--- config.mk ---
export PLATFORM = sky130hd
export DESIGN_NAME = uart_os_rx
export DESIGN_NICKNAME = d
export VERILOG_FILES = /design/src/rtl/uart_os_rx_pkg.sv /design/src/rtl/uart_os_rx_sync.sv /design/src/rtl/uart_os_rx_vote.sv /design/src/rtl/uart_os_rx_ctrl.sv /design/src/rtl/uart_os_rx_buf.sv /design/src/rtl/uart_os_rx.sv
export SDC_FILE = /design/constraint.sdc
export NUM_CORES = 1
export LEC_CHECK = 0
export ABC_AREA = 1
export CORE_UTILIZATION = 50
export DETAILED_ROUTE_END_ITERATION = 8
export DONT_BUFFER_PORTS = 1
export RECOVER_POWER = 100
export SETUP_SLACK_MARGIN = 0.5
export SYNTH_ARGS = -nofsm -noshare
export SYNTH_HDL_FRONTEND = slang
export SYNTH_SLANG_ARGS = --single-unit
--- constraint.sdc ---
create_clock -name clk -period 2.9 [get_ports clk]
set_input_delay 0.58 -clock clk [delete_from_list [all_inputs] [get_ports clk]]
set_output_delay 0.58 -clock clk [all_outputs]
set_load 0.01 [all_outputs]
--- src/rtl/uart_os_rx_pkg.sv ---
package uart_os_rx_pkg;

  typedef enum logic [2:0] {
    RX_IDLE  = 3'd0,
    RX_START = 3'd1,
    RX_DATA  = 3'd2,
    RX_NINTH = 3'd3,
    RX_STOP  = 3'd4
  } rx_state_e;

endpackage

--- src/rtl/uart_os_rx_sync.sv ---
module uart_os_rx_sync #(
  parameter int STAGES = 2
) (
  input  logic clk,
  input  logic rst_n,
  input  logic d,
  output logic q
);

  logic [STAGES-1:0] pipe_q;
  logic [STAGES-1:0] pipe_d;

  always_comb begin
    pipe_d = {pipe_q[STAGES-2:0], d};
  end

  // idle line level is high
  always_ff @(posedge clk or negedge rst_n) begin
    if (!rst_n) pipe_q <= '1;
    else        pipe_q <= pipe_d;
  end

  assign q = pipe_q[STAGES-1];

endmodule

--- src/rtl/uart_os_rx_vote.sv ---
module uart_os_rx_vote #(
  parameter  int TPB   = 16,
  parameter  int MID   = 9,
  localparam int CNT_W = $clog2(TPB + 1)
) (
  input  logic             clk,
  input  logic             rst_n,
  input  logic             active,
  input  logic             tick,
  input  logic [CNT_W-1:0] cnt,
  input  logic             line,
  output logic             vote,
  output logic             vote_valid
);

  // cnt holds ticks already seen in the bit, so tick k is seen with cnt == k-1
  localparam logic [CNT_W-1:0] TAP_A = CNT_W'(MID - 2);
  localparam logic [CNT_W-1:0] TAP_B = CNT_W'(MID - 1);
  localparam logic [CNT_W-1:0] TAP_C = CNT_W'(MID);

  logic samp_a_q, samp_a_d;
  logic samp_b_q, samp_b_d;

  always_comb begin
    samp_a_d = samp_a_q;
    samp_b_d = samp_b_q;
    if (tick && active && (cnt == TAP_A)) samp_a_d = line;
    if (tick && active && (cnt == TAP_B)) samp_b_d = line;
  end

  always_ff @(posedge clk or negedge rst_n) begin
    if (!rst_n) begin
      samp_a_q <= 1'b1;
      samp_b_q <= 1'b1;
    end else begin
      samp_a_q <= samp_a_d;
      samp_b_q <= samp_b_d;
    end
  end

  assign vote       = (samp_a_q & samp_b_q) | (samp_a_q & line) | (samp_b_q & line);
  assign vote_valid = tick && active && (cnt == TAP_C);

endmodule

--- src/rtl/uart_os_rx_ctrl.sv ---
module uart_os_rx_ctrl
  import uart_os_rx_pkg::*;
#(
  parameter  int TPB       = 16,
  parameter  int DATA_BITS = 8,
  localparam int CNT_W     = $clog2(TPB + 1)
) (
  input  logic                 clk,
  input  logic                 rst_n,
  input  logic                 en,
  input  logic                 nine_mode,
  input  logic                 tick,
  input  logic                 line,
  input  logic                 vote,
  input  logic                 vote_valid,
  output rx_state_e            state,
  output logic [CNT_W-1:0]     cnt,
  output logic                 active,
  output logic                 load,
  output logic                 stop_ok,
  output logic [DATA_BITS-1:0] char_byte,
  output logic                 char_bit8
);

  localparam int IDX_W = (DATA_BITS > 1) ? $clog2(DATA_BITS) : 1;
  localparam logic [IDX_W-1:0] LAST_IDX = IDX_W'(DATA_BITS - 1);
  localparam logic [CNT_W-1:0] CNT_TOP  = CNT_W'(TPB);
  localparam logic [CNT_W-1:0] CNT_ONE  = CNT_W'(1);

  rx_state_e            state_q, state_d;
  logic [CNT_W-1:0]     cnt_q, cnt_d;
  logic [IDX_W-1:0]     idx_q, idx_d;
  logic [DATA_BITS-1:0] shf_q, shf_d;
  logic                 b8_q, b8_d;
  logic                 armed_q, armed_d;

  always_comb begin
    state_d = state_q;
    cnt_d   = cnt_q;
    idx_d   = idx_q;
    shf_d   = shf_q;
    b8_d    = b8_q;
    armed_d = armed_q;
    load    = 1'b0;
    if (!en) begin
      state_d = RX_IDLE;
      cnt_d   = '0;
      idx_d   = '0;
      armed_d = 1'b0;
    end else if (tick) begin
      if (state_q == RX_IDLE) begin
        if (line) begin
          armed_d = 1'b1;
        end else if (armed_q) begin
          state_d = RX_START;
          cnt_d   = CNT_ONE;
          armed_d = 1'b0;
        end
      end else begin
        cnt_d = (cnt_q == CNT_TOP) ? CNT_ONE : cnt_q + 1'b1;
        if (vote_valid) begin
          case (state_q)
            RX_START: begin
              if (vote) begin
                // false start: drop it and re-align on the next edge
                state_d = RX_IDLE;
                cnt_d   = '0;
                armed_d = 1'b1;
              end else begin
                state_d = RX_DATA;
                idx_d   = '0;
                b8_d    = 1'b0;
              end
            end
            RX_DATA: begin
              shf_d = {vote, shf_q[DATA_BITS-1:1]};
              if (idx_q == LAST_IDX) begin
                idx_d   = '0;
                state_d = nine_mode ? RX_NINTH : RX_STOP;
              end else begin
                idx_d = idx_q + 1'b1;
              end
            end
            RX_NINTH: begin
              b8_d    = vote;
              state_d = RX_STOP;
            end
            RX_STOP: begin
              load    = 1'b1;
              state_d = RX_IDLE;
              cnt_d   = '0;
              armed_d = vote;
            end
            default: state_d = RX_IDLE;
          endcase
        end
      end
    end
  end

  always_ff @(posedge clk or negedge rst_n) begin
    if (!rst_n) begin
      state_q <= RX_IDLE;
      cnt_q   <= '0;
      idx_q   <= '0;
      shf_q   <= '0;
      b8_q    <= 1'b0;
      armed_q <= 1'b0;
    end else begin
      state_q <= state_d;
      cnt_q   <= cnt_d;
      idx_q   <= idx_d;
      shf_q   <= shf_d;
      b8_q    <= b8_d;
      armed_q <= armed_d;
    end
  end

  assign state     = state_q;
  assign cnt       = cnt_q;
  assign active    = (state_q != RX_IDLE);
  assign stop_ok   = vote;
  assign char_byte = shf_q;
  assign char_bit8 = b8_q;

endmodule

--- src/rtl/uart_os_rx_buf.sv ---
module uart_os_rx_buf #(
  parameter int DATA_BITS = 8
) (
  input  logic                 clk,
  input  logic                 rst_n,
  input  logic                 load,
  input  logic                 stop_ok,
  input  logic [DATA_BITS-1:0] char_byte,
  input  logic                 char_bit8,
  input  logic                 cpu_read,
  output logic [DATA_BITS-1:0] data,
  output logic                 bit8,
  output logic                 full,
  output logic                 fe,
  output logic                 ov
);

  logic [DATA_BITS-1:0] data_q, data_d;
  logic                 bit8_q, bit8_d;
  logic                 full_q, full_d;
  logic                 fe_q, fe_d;
  logic                 ov_q, ov_d;

  always_comb begin
    data_d = data_q;
    bit8_d = bit8_q;
    full_d = full_q;
    fe_d   = fe_q;
    ov_d   = ov_q;
    if (cpu_read) begin
      full_d = 1'b0;
      fe_d   = 1'b0;
      ov_d   = 1'b0;
    end
    // a completing frame wins over a read in the same cycle
    if (load) begin
      if (!stop_ok) fe_d = 1'b1;
      if (!full_q) begin
        data_d = char_byte;
        bit8_d = char_bit8;
        full_d = 1'b1;
      end else begin
        ov_d = 1'b1;
      end
    end
  end

  always_ff @(posedge clk or negedge rst_n) begin
    if (!rst_n) begin
      data_q <= '0;
      bit8_q <= 1'b0;
      full_q <= 1'b0;
      fe_q   <= 1'b0;
      ov_q   <= 1'b0;
    end else begin
      data_q <= data_d;
      bit8_q <= bit8_d;
      full_q <= full_d;
      fe_q   <= fe_d;
      ov_q   <= ov_d;
    end
  end

  assign data = data_q;
  assign bit8 = bit8_q;
  assign full = full_q;
  assign fe   = fe_q;
  assign ov   = ov_q;

endmodule

--- src/rtl/uart_os_rx.sv ---
module uart_os_rx
  import uart_os_rx_pkg::*;
#(
  parameter int DATA_BITS     = 8,
  parameter int TICKS_PER_BIT = 16,
  parameter int SAMPLE_MID    = 9,
  parameter int SYNC_STAGES   = 2
) (
  input  logic                 clk,
  input  logic                 rst_n,
  input  logic                 rx_line,
  input  logic                 rx_en,
  input  logic                 nine_bit_mode,
  input  logic                 os_tick,
  input  logic                 cpu_read,
  output logic [DATA_BITS-1:0] rx_data,
  output logic                 rx_bit8,
  output logic                 rx_full,
  output logic                 frame_err,
  output logic                 overrun
);

  localparam int CNT_W = $clog2(TICKS_PER_BIT + 1);

  logic [1:0]           rst_pipe_q;
  logic                 rst_n_int;
  logic                 line_s;
  rx_state_e            state_w;
  logic [CNT_W-1:0]     cnt_w;
  logic                 active_w;
  logic                 vote_w;
  logic                 vote_valid_w;
  logic                 load_w;
  logic                 stop_ok_w;
  logic [DATA_BITS-1:0] byte_w;
  logic                 bit8_w;

  // assert asynchronously, release on the clock
  always_ff @(posedge clk or negedge rst_n) begin
    if (!rst_n) rst_pipe_q <= 2'b00;
    else        rst_pipe_q <= {rst_pipe_q[0], 1'b1};
  end
  assign rst_n_int = rst_pipe_q[1];

  uart_os_rx_sync #(.STAGES(SYNC_STAGES)) u_sync (
    .clk   (clk),
    .rst_n (rst_n_int),
    .d     (rx_line),
    .q     (line_s)
  );

  uart_os_rx_vote #(.TPB(TICKS_PER_BIT), .MID(SAMPLE_MID)) u_vote (
    .clk        (clk),
    .rst_n      (rst_n_int),
    .active     (active_w),
    .tick       (os_tick),
    .cnt        (cnt_w),
    .line       (line_s),
    .vote       (vote_w),
    .vote_valid (vote_valid_w)
  );

  uart_os_rx_ctrl #(.TPB(TICKS_PER_BIT), .DATA_BITS(DATA_BITS)) u_ctrl (
    .clk        (clk),
    .rst_n      (rst_n_int),
    .en         (rx_en),
    .nine_mode  (nine_bit_mode),
    .tick       (os_tick),
    .line       (line_s),
    .vote       (vote_w),
    .vote_valid (vote_valid_w),
    .state      (state_w),
    .cnt        (cnt_w),
    .active     (active_w),
    .load       (load_w),
    .stop_ok    (stop_ok_w),
    .char_byte  (byte_w),
    .char_bit8  (bit8_w)
  );

  uart_os_rx_buf #(.DATA_BITS(DATA_BITS)) u_buf (
    .clk       (clk),
    .rst_n     (rst_n_int),
    .load      (load_w),
    .stop_ok   (stop_ok_w),
    .char_byte (byte_w),
    .char_bit8 (bit8_w),
    .cpu_read  (cpu_read),
    .data      (rx_data),
    .bit8      (rx_bit8),
    .full      (rx_full),
    .fe        (frame_err),
    .ov        (overrun)
  );

endmodule

==> results.md, run 1 <==
- Worst path required time: 3.08 ns
- Max_cap viols: 0
- Worst Clk Skew: 0.00438 ns
- Dpl hpwl: 2.72 mm
- Final nets: 248
- DRC: 0
- Cells after synthesis: 230
- GRT Total Usage: 0.199
- Startpoint types: flop
- DR iter-0 viols: 89
- WL final: 3.62 mm
- Area contributors post-synth: dfrtp_1, nand2_1, inv_1, dfstp_2, nand3_1
- Mapped Area: 1930 um2
- Syn nets: 242
- Drt first pass iters: 4
- Top cell type's share of synthesized area: 0.454
- Cts bufs inserted: 5
- Vias in the first global route: 1422
- Synthesized flop and latch total: 39
- Design area: 2090 um2
- FF-to-FF setup slack: 0.89 ns
- Commonest cells after routing, fill and taps aside: nand2_1, dfrtp_1, inv_1
- Status: finished, final reports clean
- Die width: 64.1 um
- RSZ-0062 raised after global routing: no
- Post-synth ARST share: 1.00
- Setup TNS: 0 ns
- Min cycle time layout: 2.01 ns
- Crit. End Element: flop
- Post-synth EDFFs: 0
- Row Count: 22
- Largest net degree at the start of global routing: 38
- Layout cells sized above 1: 0.0759
- Dominant synthesized flop cell: dfrtp_1
- Max Clk Rate: 498 MHz
- Avg WL per Cell: 12.7 um
- Sink Count: 39
- Min Hold Slack: 0.282 ns
- Core ar.: 3690 um2
- Slack of the critical path: 0.890 ns
- Syn Area/Cell: 8.39 um2
- PD cells: 671 nW/um2
- CP arrival: 2.19 ns
- Fin. max-slew vios: 0
- Longest Clk Path Bufs: 2
- WS Path Type: flop to flop
- Clk_lat worst skew: 0.28 ns
- Post-synth top area cell: dfrtp_1
- Final period utilization: 0.693
- Initial antenna violation count: 0
- Post-synthesis sequential area ratio: 0.508
- N_diodes: 0
- Via count: 1478
- Clk Tree Root Cell: clkbuf_8
- Initial Util: 0.523
- Area delta synth->final: 8.11%
- H-tree depth: 2
- IO Count: 19
- CTS resizes: 0
- ANT nets after route: 0
- Cell variety after synth: 28
- Leakage: 0.00109 uW
- Fill cell count: 348
- Synth warnings: 0
- Final Hold Viols: 0
- Crit Path Max Fanout: 10
- Area after DPL: 1970 um2
- GR Overflow Total: 0
- Die ar.: 4110 um2
- Peak VDD IR: 324 uV
- Die height: 64.1 um
- Worst-path clk slew: 0.07 ns
- Hold Crit Class: flop to async pin
- Most common cell after layout, fill and taps aside: nand2_1
- Port bufs: 0
- Via density: 5.19
- Setup Viol. Count Final: 0
- First-pass GRT wire length: 6.31 mm
- Placer Congestion: 0.913
- Pre-CTS WS: 1.23 ns
- CTS tree: done
metal layers:
layer,wire length (um),track usage
met5,0,0
met2,1720,0.330
met4,37,0.0667
met3,141,0.0357
met1,1720,0.264
power breakdown:
part	total [uW]	switching [uW]	internal, uW
clock network	523	180	344
registers	614	36.2	578
logic	263	184	79.0
through the flow:
step	util	power, uW	cells
6_report	0.565	1400	285
3_5_place_dp	0.535	898	276
3_3_place_gp	0.535	888	276
2_1_floorplan	-	837	230
5_1_grt	0.565	1480	285
4_1_cts	0.574	1430	285
layout make-up:
type / instances / area, um2 / share of cell area
flip-flops and latches: 39 / 981 / 0.470
multi-input cells: 156 / 774 / 0.371
well taps: 48 / 60.1 / 0.0288
clock inverters: 2 / 60.1 / 0.0288
inverters: 32 / 120 / 0.0576
repair buffers: 2 / 17.5 / 0.00840
clock buffers: 6 / 72.6 / 0.0348
cell families (layout without fill, tap and decap cells):
group	count (synthesis)	after routing	share of synthesized area
and+or+nand+nor	118	118	0.289
adders and majority gates	5	5	0.0324
AOI/OAI and AO/OA	30	30	0.0850
other	1	1	0.00194
buffers and inverters	35	42	0.0739
DFF	39	39	0.508
xor gates and xnor gates	2	2	0.00908
final timing paths:
path	start	endpoint	cells after the start
hold reg to reg	rst_pipe_q[1]	u_buf.data[5]	1
setup reg to reg	u_ctrl.state[0]	u_buf.data[3]	9
max in group asynchronous	rst_n	rst_pipe_q[0]	1
hold / removal	rst_pipe_q[1]	u_buf.data[5]	1
min in group clk	rx_line	u_sync.pipe_q[0]	0
setup / recovery	u_ctrl.state[0]	u_buf.data[3]	9
cell usage after synthesis, types with 2 or more instances:
library cell and number:
nand2_4 3, o21ai_1 9, nor2_8 2, a21oi_1 3
nand3_1 17, dfrtp_1 35, ha_1 5, xor2_1 2
nand2_1 68, nor2_1 18, o22ai_1 2, o21ai_0 12
nand4_1 6, inv_2 2, dfstp_2 4, inv_1 30
worst max-delay path: stages, from the launching register on:
cell and delay (ns):
dfrtp_1 0.43, inv_1 0.13, nand2_1 0.21, nand2_4 0.07, nor2_1 0.38, nand2_4 0.13, nor2_8 0.16, nand2_1 0.21
nand2_1 0.12, nand2_1 0.06
what timing repair did:
action / 4_1_cts / 5_1_grt
hold buffers: 1 / 0
endpoints found under the hold margin: 2 / 0
buffers inserted: 0 / 0
registers in the layout, indices dropped and copies added, names as in the netlist, 2 cells and up:
| signal | count |
|---|---|
| u_ctrl.idx_q | 3 |
| u_sync.pipe_q | 2 |
| u_ctrl.state | 3 |
| u_ctrl.char_byte | 8 |
| u_buf.data | 8 |
| u_ctrl.cnt | 5 |
| rst_pipe_q | 2 |
Power figures use the tool's default switching activity.
==> inputs of run 2 (changes only) <==
Clock period 2.9 ns to 1.99 ns, I/O delays scaled along.
==> run 2 against run 1 <==
Final cell count grew 3.2%. Setup slack lost 0.56 ns. Die area is the same. Clock skew grew 0.0049 ns. Maximum frequency grew 21%. Largest cell class unchanged.
==> results.md, run 2 (synthesis results as in run 1) <==
- Met3 routed WL: 161 um (was 141 um)
- Clk Tree Root Cell: clkbuf_8 (unchanged)
- Largest net degree at the start of global routing: 38 (unchanged)
- DRC: 0 (unchanged)
- Setup TNS: 0 ns (unchanged)
- Final Hold Viols: 0 (unchanged)
- Max_cap viols: 0 (unchanged)
- CP startpoint: u_ctrl.state[1] (was u_ctrl.state[0])
- CTS tree: done (unchanged)
- H-tree depth: 2 (unchanged)
- Vias in the first global route: 1544 (was 1422)
- FF-to-FF End: u_ctrl.idx_q[0] (was u_buf.data[3])
- WL final: 3.91 mm (was 3.62 mm)
- Fin. max-slew vios: 0 (unchanged)
- Reg2Reg Depth: 8 (was 9)
- GRT Total Usage: 0.219 (was 0.199)
- Dpl hpwl: 2.69 mm (was 2.72 mm)
- Port bufs: 0 (unchanged)
- Wl on met1: 1.80 mm (was 1.72 mm)
- Leakage: 0.00114 uW (was 0.00109 uW)
- Max Clk Rate: 604 MHz (was 498 MHz)
- Initial antenna violation count: 0 (unchanged)
- Worst Setup EP: u_ctrl.idx_q[0] (was u_buf.data[3])
- Worst path slowest cell: dfrtp_1 (unchanged)
- FF-to-FF setup slack: 0.33 ns (was 0.89 ns)
- WS Path Type: flop to flop (unchanged)
- First-pass GRT wire length: 6.81 mm (was 6.31 mm)
- WL met2: 1.84 mm (was 1.72 mm)
- Placer Congestion: 0.907 (was 0.913)
- Layout cells sized above 1: 0.146 (was 0.0759)
- Fin cells: 294 (was 285)
- Slew Limit Headroom: 0.406
- Cts bufs inserted: 5 (unchanged)
- Drt first pass iters: 4 (unchanged)
- IO Count: 19 (unchanged)
- GR Overflow Total: 0 (unchanged)
- Via count: 1531 (was 1478)
- Worst Clk Skew: 0.00932 ns (was 0.00438 ns)
- Worst path required time: 2.17 ns (was 3.08 ns)
- Critical path cell sequence: nor2_1, nand2_1, nand2_1, nor2_8, clkbuf_4, nand2_1, nor2_1, o21a_1 (was inv_1, nand2_1, nand2_4, nor2_1, nand2_4, nor2_8, nand2_1, nand2_1, nand2_1)
- Area delta synth->final: 12.2% (was 8.11%)
- DR iter-0 viols: 104 (was 89)
- CP top delay family: simple AND/OR/NAND/NOR gates (unchanged)
- Crit Path Max Fanout: 6 (was 10)
- CP arrival: 1.84 ns (was 2.19 ns)
- DP Cell Count: 277 (was 276)
- Status: finished, final reports clean (unchanged)
- Worst-path clk slew: 0.07 ns (about the same)
- Sink Count: 39 (unchanged)
- Longest Clk Path Bufs: 2 (unchanged)
- Core ar.: 3690 um2 (unchanged)
- Crit. End Element: flop (unchanged)
- Pre-CTS WS: 0.332 ns (was 1.23 ns)
- Clk_lat worst skew: 0.29 ns (was 0.28 ns)
- ANT nets after route: 0 (unchanged)
- Die height: 64.1 um (unchanged)
- Crit path depth: 8 (was 9)
- Final nets: 257 (was 248)
- Via density: 5.21 (was 5.19)
- Peak VDD IR: 438 uV (was 324 uV)
- Die width: 64.1 um (unchanged)
- Design Power: 1870 uW (was 1400 uW)
- Row Count: 22 (unchanged)
- Commonest cells after routing, fill and taps aside: nand2_1, dfrtp_1, inv_1 (unchanged)
- Avg WL per Cell: 13.3 um (was 12.7 um)
- Finished Core Util: 0.587 (was 0.565)
- Hold Crit Class: input port to flop (was flop to async pin)
- N_diodes: 0 (unchanged)
- Least-Margin Pin Slew: 0.891 ns
- Final period utilization: 0.832 (was 0.693)
- Most common cell after layout, fill and taps aside: nand2_1 (unchanged)
- RSZ-0062 raised after global routing: yes (was no)
- Min cycle time layout: 1.66 ns (was 2.01 ns)
- Crit path largest cell delay: 0.44 ns (was 0.43 ns)
- Slack of the critical path: 0.334 ns (was 0.890 ns)
- Setup Viol. Count Final: 0 (unchanged)
- PD cells: 865 nW/um2 (was 671 nW/um2)
- Reg2reg start: u_ctrl.state[1] (was u_ctrl.state[0])
- Die ar.: 4110 um2 (unchanged)
- Startpoint types: flop (unchanged)
- CP most frequent cell: nand2_1 (unchanged)
- Initial Util: 0.523 (unchanged)
- WP buf/inv: 1 (unchanged)
- Hold Startpoint: rx_line
- Top routing layer used: met4 (unchanged)
-- run 2: cell types whose count changed in the layout (fill, tap and decap cells not counted), moves of 2 or more --
cell,delta
nor2_1,-2
buf_4,+4
o21ai_0,-2
nand2_2,+2
bufinv_16,-2
inv_2,+2
o21ai_1,+2
inv_1,-2
-- run 2: timing repair --
| item | CTS | global route |
|---|---|---|
| hold endpoints to repair | 2 | 0 |
| hold buffers | 1 | 0 |
| resized for setup | 4 | 8 |
| buffers inserted | 7 | 0 |
| pin swaps | 3 | 3 |
| gates cloned | 1 | 0 |
| setup endpoints to repair | 33 | 32 |
-- run 2: cell type report --
| type | instances | area [um2] |
|---|---|---|
| timing repair buffer | 10 | 91.3 |
| clock buffer | 6 | 72.6 |
| fill | 351 | 1520 |
| clock inverter | 2 | 12.5 |
| inverter | 32 | 120 |
| tap | 48 | 60.1 |
| sequential | 39 | 982 |
| multi-input combinational | 157 | 826 |
-- run 2: routing by layer --
layer / GRT usage / up-vias
li1: - / 760
met1: 0.287 / 719
met2: 0.354 / 39
met3: 0.0464 / 13
met4: 0.0917 / 0
met5: 0 / -
-- run 2: power breakdown --
part           internal, uW  total, uW  switching, uW
clock network           245        520            275
logic                   157        456            299
registers               844        896           52.5
total                  1250       1870            627
-- run 2: worst min path at each step --
stage	end	depth (start not counted)
floorplan	rst_pipe_q[0]	0
global placement	rst_pipe_q[1]	0
detailed placement	rst_pipe_q[1]	0
CTS	u_sync.pipe_q[0]	0
global route	u_sync.pipe_q[0]	0
finish	u_sync.pipe_q[0]	0
-- run 2: through the flow --
stage,area (um2),hold WS [ns]
2_1_floorplan,1930,0.102
3_3_place_gp,1980,0.102
3_5_place_dp,1980,0.102
4_1_cts,2170,0.0939
5_1_grt,2160,0.0841
6_report,2160,0.103
==> inputs of run 3 (changes only) <==
Clock period 1.99 ns to 1.6 ns, I/O delays scaled along.
==> run 3 against run 2 <==
Maximum frequency rose by 7.3%. Wire length rose by 12%. Total power rose by 47%. Critical path depth rose by 1. Via count rose by 5.4%. Setup slack got worse by 0.28 ns. Combinational power rose by 76%. Core utilization rose by 7.2 points. Sequential power rose by 26%. Worst hold slack got worse by 0.086 ns. Largest cell class is now multi-input gates. Largest power group unchanged.
==> results.md, run 3 (synthesis results as in run 1) <==
- Largest net degree at the start of global routing: 21 (was 38)
- Status: finished, final reports clean (unchanged)
- Commonest cells after routing, fill and taps aside: nand2_1, dfrtp_1, inv_1 (unchanged)
- Port bufs: 0 (unchanged)
- Least-Margin Pin Slew: 0.780 ns (was 0.891 ns)
- Placer Congestion: 0.926 (was 0.907)
- Drt first pass iters: 4 (unchanged)
- Final Hold Viols: 0 (unchanged)
- Initial Util: 0.523 (unchanged)
- Core ar.: 3690 um2 (unchanged)
- Cts bufs inserted: 5 (unchanged)
- Max_cap viols: 0 (unchanged)
- Pre-CTS WS: -0.0175 ns (was 0.332 ns)
- Final nets: 269 (was 257)
- Hold Crit Class: input port to flop (unchanged)
- First-pass GRT wire length: 7.73 mm (was 6.81 mm)
- Sink Count: 39 (unchanged)
- Dpl hpwl: 2.86 mm (was 2.69 mm)
- Die width: 64.1 um (unchanged)
- Peak VDD IR: 789 uV (was 438 uV)
- Avg WL per Cell: 14.3 um (was 13.3 um)
- PD cells: 1140 nW/um2 (was 865 nW/um2)
- Worst path required time: 1.78 ns (was 2.17 ns)
- Min cycle time layout: 1.54 ns (was 1.66 ns)
- Finished Core Util: 0.659 (was 0.587)
- CP most frequent cell: nand2_1 (unchanged)
- N_diodes: 0 (unchanged)
- H-tree depth: 2 (unchanged)
- Via density: 5.27 (was 5.21)
- Crit. End Element: flop (unchanged)
- DRC: 0 (unchanged)
- Clk_lat worst skew: 0.30 ns (was 0.29 ns)
- Via count: 1614 (was 1531)
- Row Count: 22 (unchanged)
- Design area: 2430 um2 (was 2160 um2)
- Slew Limit Headroom: 0.480 (was 0.406)
- Critical path cell sequence: nor2_1, nand2_4, buf_4, o21bai_4, inv_2, nand2_1, nand2_1, inv_1, a21oi_1 (was nor2_1, nand2_1, nand2_1, nor2_8, clkbuf_4, nand2_1, nor2_1, o21a_1)
- Crit Path Max Fanout: 6 (unchanged)
- Most common cell after layout, fill and taps aside: nand2_1 (unchanged)
- Worst-path clk slew: 0.08 ns (was 0.07 ns)
- Layout cells sized above 1: 0.314 (was 0.146)
- CP arrival: 1.72 ns (was 1.84 ns)
- Die height: 64.1 um (unchanged)
- CP top delay family: simple AND/OR/NAND/NOR gates (unchanged)
- Final period utilization: 0.965 (was 0.832)
- Worst Clk Skew: 0.0101 ns (was 0.00932 ns)
- GR Overflow Total: 0 (unchanged)
- Die ar.: 4110 um2 (unchanged)
- Max Clk Rate: 648 MHz (was 604 MHz)
- Area delta synth->final: 25.9% (was 12.2%)
- ANT nets after route: 0 (unchanged)
- Combined area of the multi-input logic cells: 990 um2 (was 826 um2)
- Initial antenna violation count: 0 (unchanged)
- CTS tree: done (unchanged)
- Fill cell count: 315 (was 351)
- Area after DPL: 2040 um2 (was 1980 um2)
- Vias in the first global route: 1676 (was 1544)
- WL final: 4.39 mm (was 3.91 mm)
- Register area: 983 um2 (was 982 um2)
- Fin. max-slew vios: 0 (unchanged)
- Slack of the critical path: 0.0568 ns (was 0.334 ns)
- Design Power: 2760 uW (was 1870 uW)
- Longest Clk Path Bufs: 2 (unchanged)
- WS Path Type: flop to flop (unchanged)
- Setup Viol. Count Final: 0 (unchanged)
- Startpoint types: flop (unchanged)
- Crit path largest cell delay: 0.46 ns (was 0.44 ns)
- IO Count: 19 (unchanged)
- RSZ-0062 raised after global routing: yes (unchanged)
- Worst path slowest cell: dfrtp_2 (was dfrtp_1)
- GRT Total Usage: 0.251 (was 0.219)
- DR iter-0 viols: 115 (was 104)
- WP buf/inv: 3 (was 1)
- Clk Tree Root Cell: clkbuf_8 (unchanged)
- Leakage: 0.00124 uW (was 0.00114 uW)
-- run 3: cell count changes in the layout (fill, tap and decap cells not counted), sizes merged --
cell	previous run	this run
clkbuf	8	6
clkinvlp	1	0
bufinv	0	1
clkinv	1	2
buf	7	18
nand3	19	21
-- run 3: what timing repair did --
item / in CTS / in global routing
endpoints found under the setup margin: 35 / 35
hold endpoints to repair: 2 / 0
gates cloned: 3 / 0
hold buffers: 1 / 0
resized for setup: 37 / 16
buffers inserted: 12 / 1
pin swaps: 10 / 11
-- run 3: area by class of cell --
type                    instances  area share
multi-input cells             159       0.407
inverters                      32      0.0505
repair buffers                 20      0.0664
clock inverters                 3      0.0180
clock buffers                   5      0.0283
flip-flops and latches         39       0.405
well taps                      48      0.0247
-- run 3: final timing paths --
path	from	endpoint	slack, ns	cells after the start
hold reg to reg	rst_pipe_q[1]	u_buf.data[6]	0.32	0
setup reg to reg	u_ctrl.state[1]	u_ctrl.cnt[2]	0.06	9
hold / removal	rx_line	u_sync.pipe_q[0]	0.02	0
max in group asynchronous	rst_pipe_q[1]	u_sync.pipe_q[1]	0.32	1
setup / recovery	u_ctrl.state[1]	u_ctrl.cnt[2]	0.06	9
min in group asynchronous	rst_n	rst_pipe_q[0]	0.25	1
-- run 3: per-stage QoR --
step / TNS [ns] / cells / hold slack, ns
2_1_floorplan: 0 / 230 / 0.0244
3_3_place_gp: 0 / 281 / 0.0244
3_5_place_dp: -0.101 / 281 / 0.0244
4_1_cts: 0 / 305 / 0.00817
5_1_grt: -0.854 / 306 / 0.00501
6_report: 0 / 306 / 0.0174
-- run 3: routing by layer --
metal / vias up / track usage / routed length [um]
met5: - / 0 / 0
met4: 0 / 0.117 / 95
met3: 11 / 0.0571 / 243
met2: 51 / 0.383 / 2050
met1: 764 / 0.339 / 2000
li1: 788 / - / -
-- run 3: where the power goes --
| group | total, uW | internal [uW] | switching [uW] |
|---|---|---|---|
| sequential | 1130 | 1050 | 74.1 |
| clock | 830 | 464 | 366 |
| combinational | 802 | 303 | 500 |
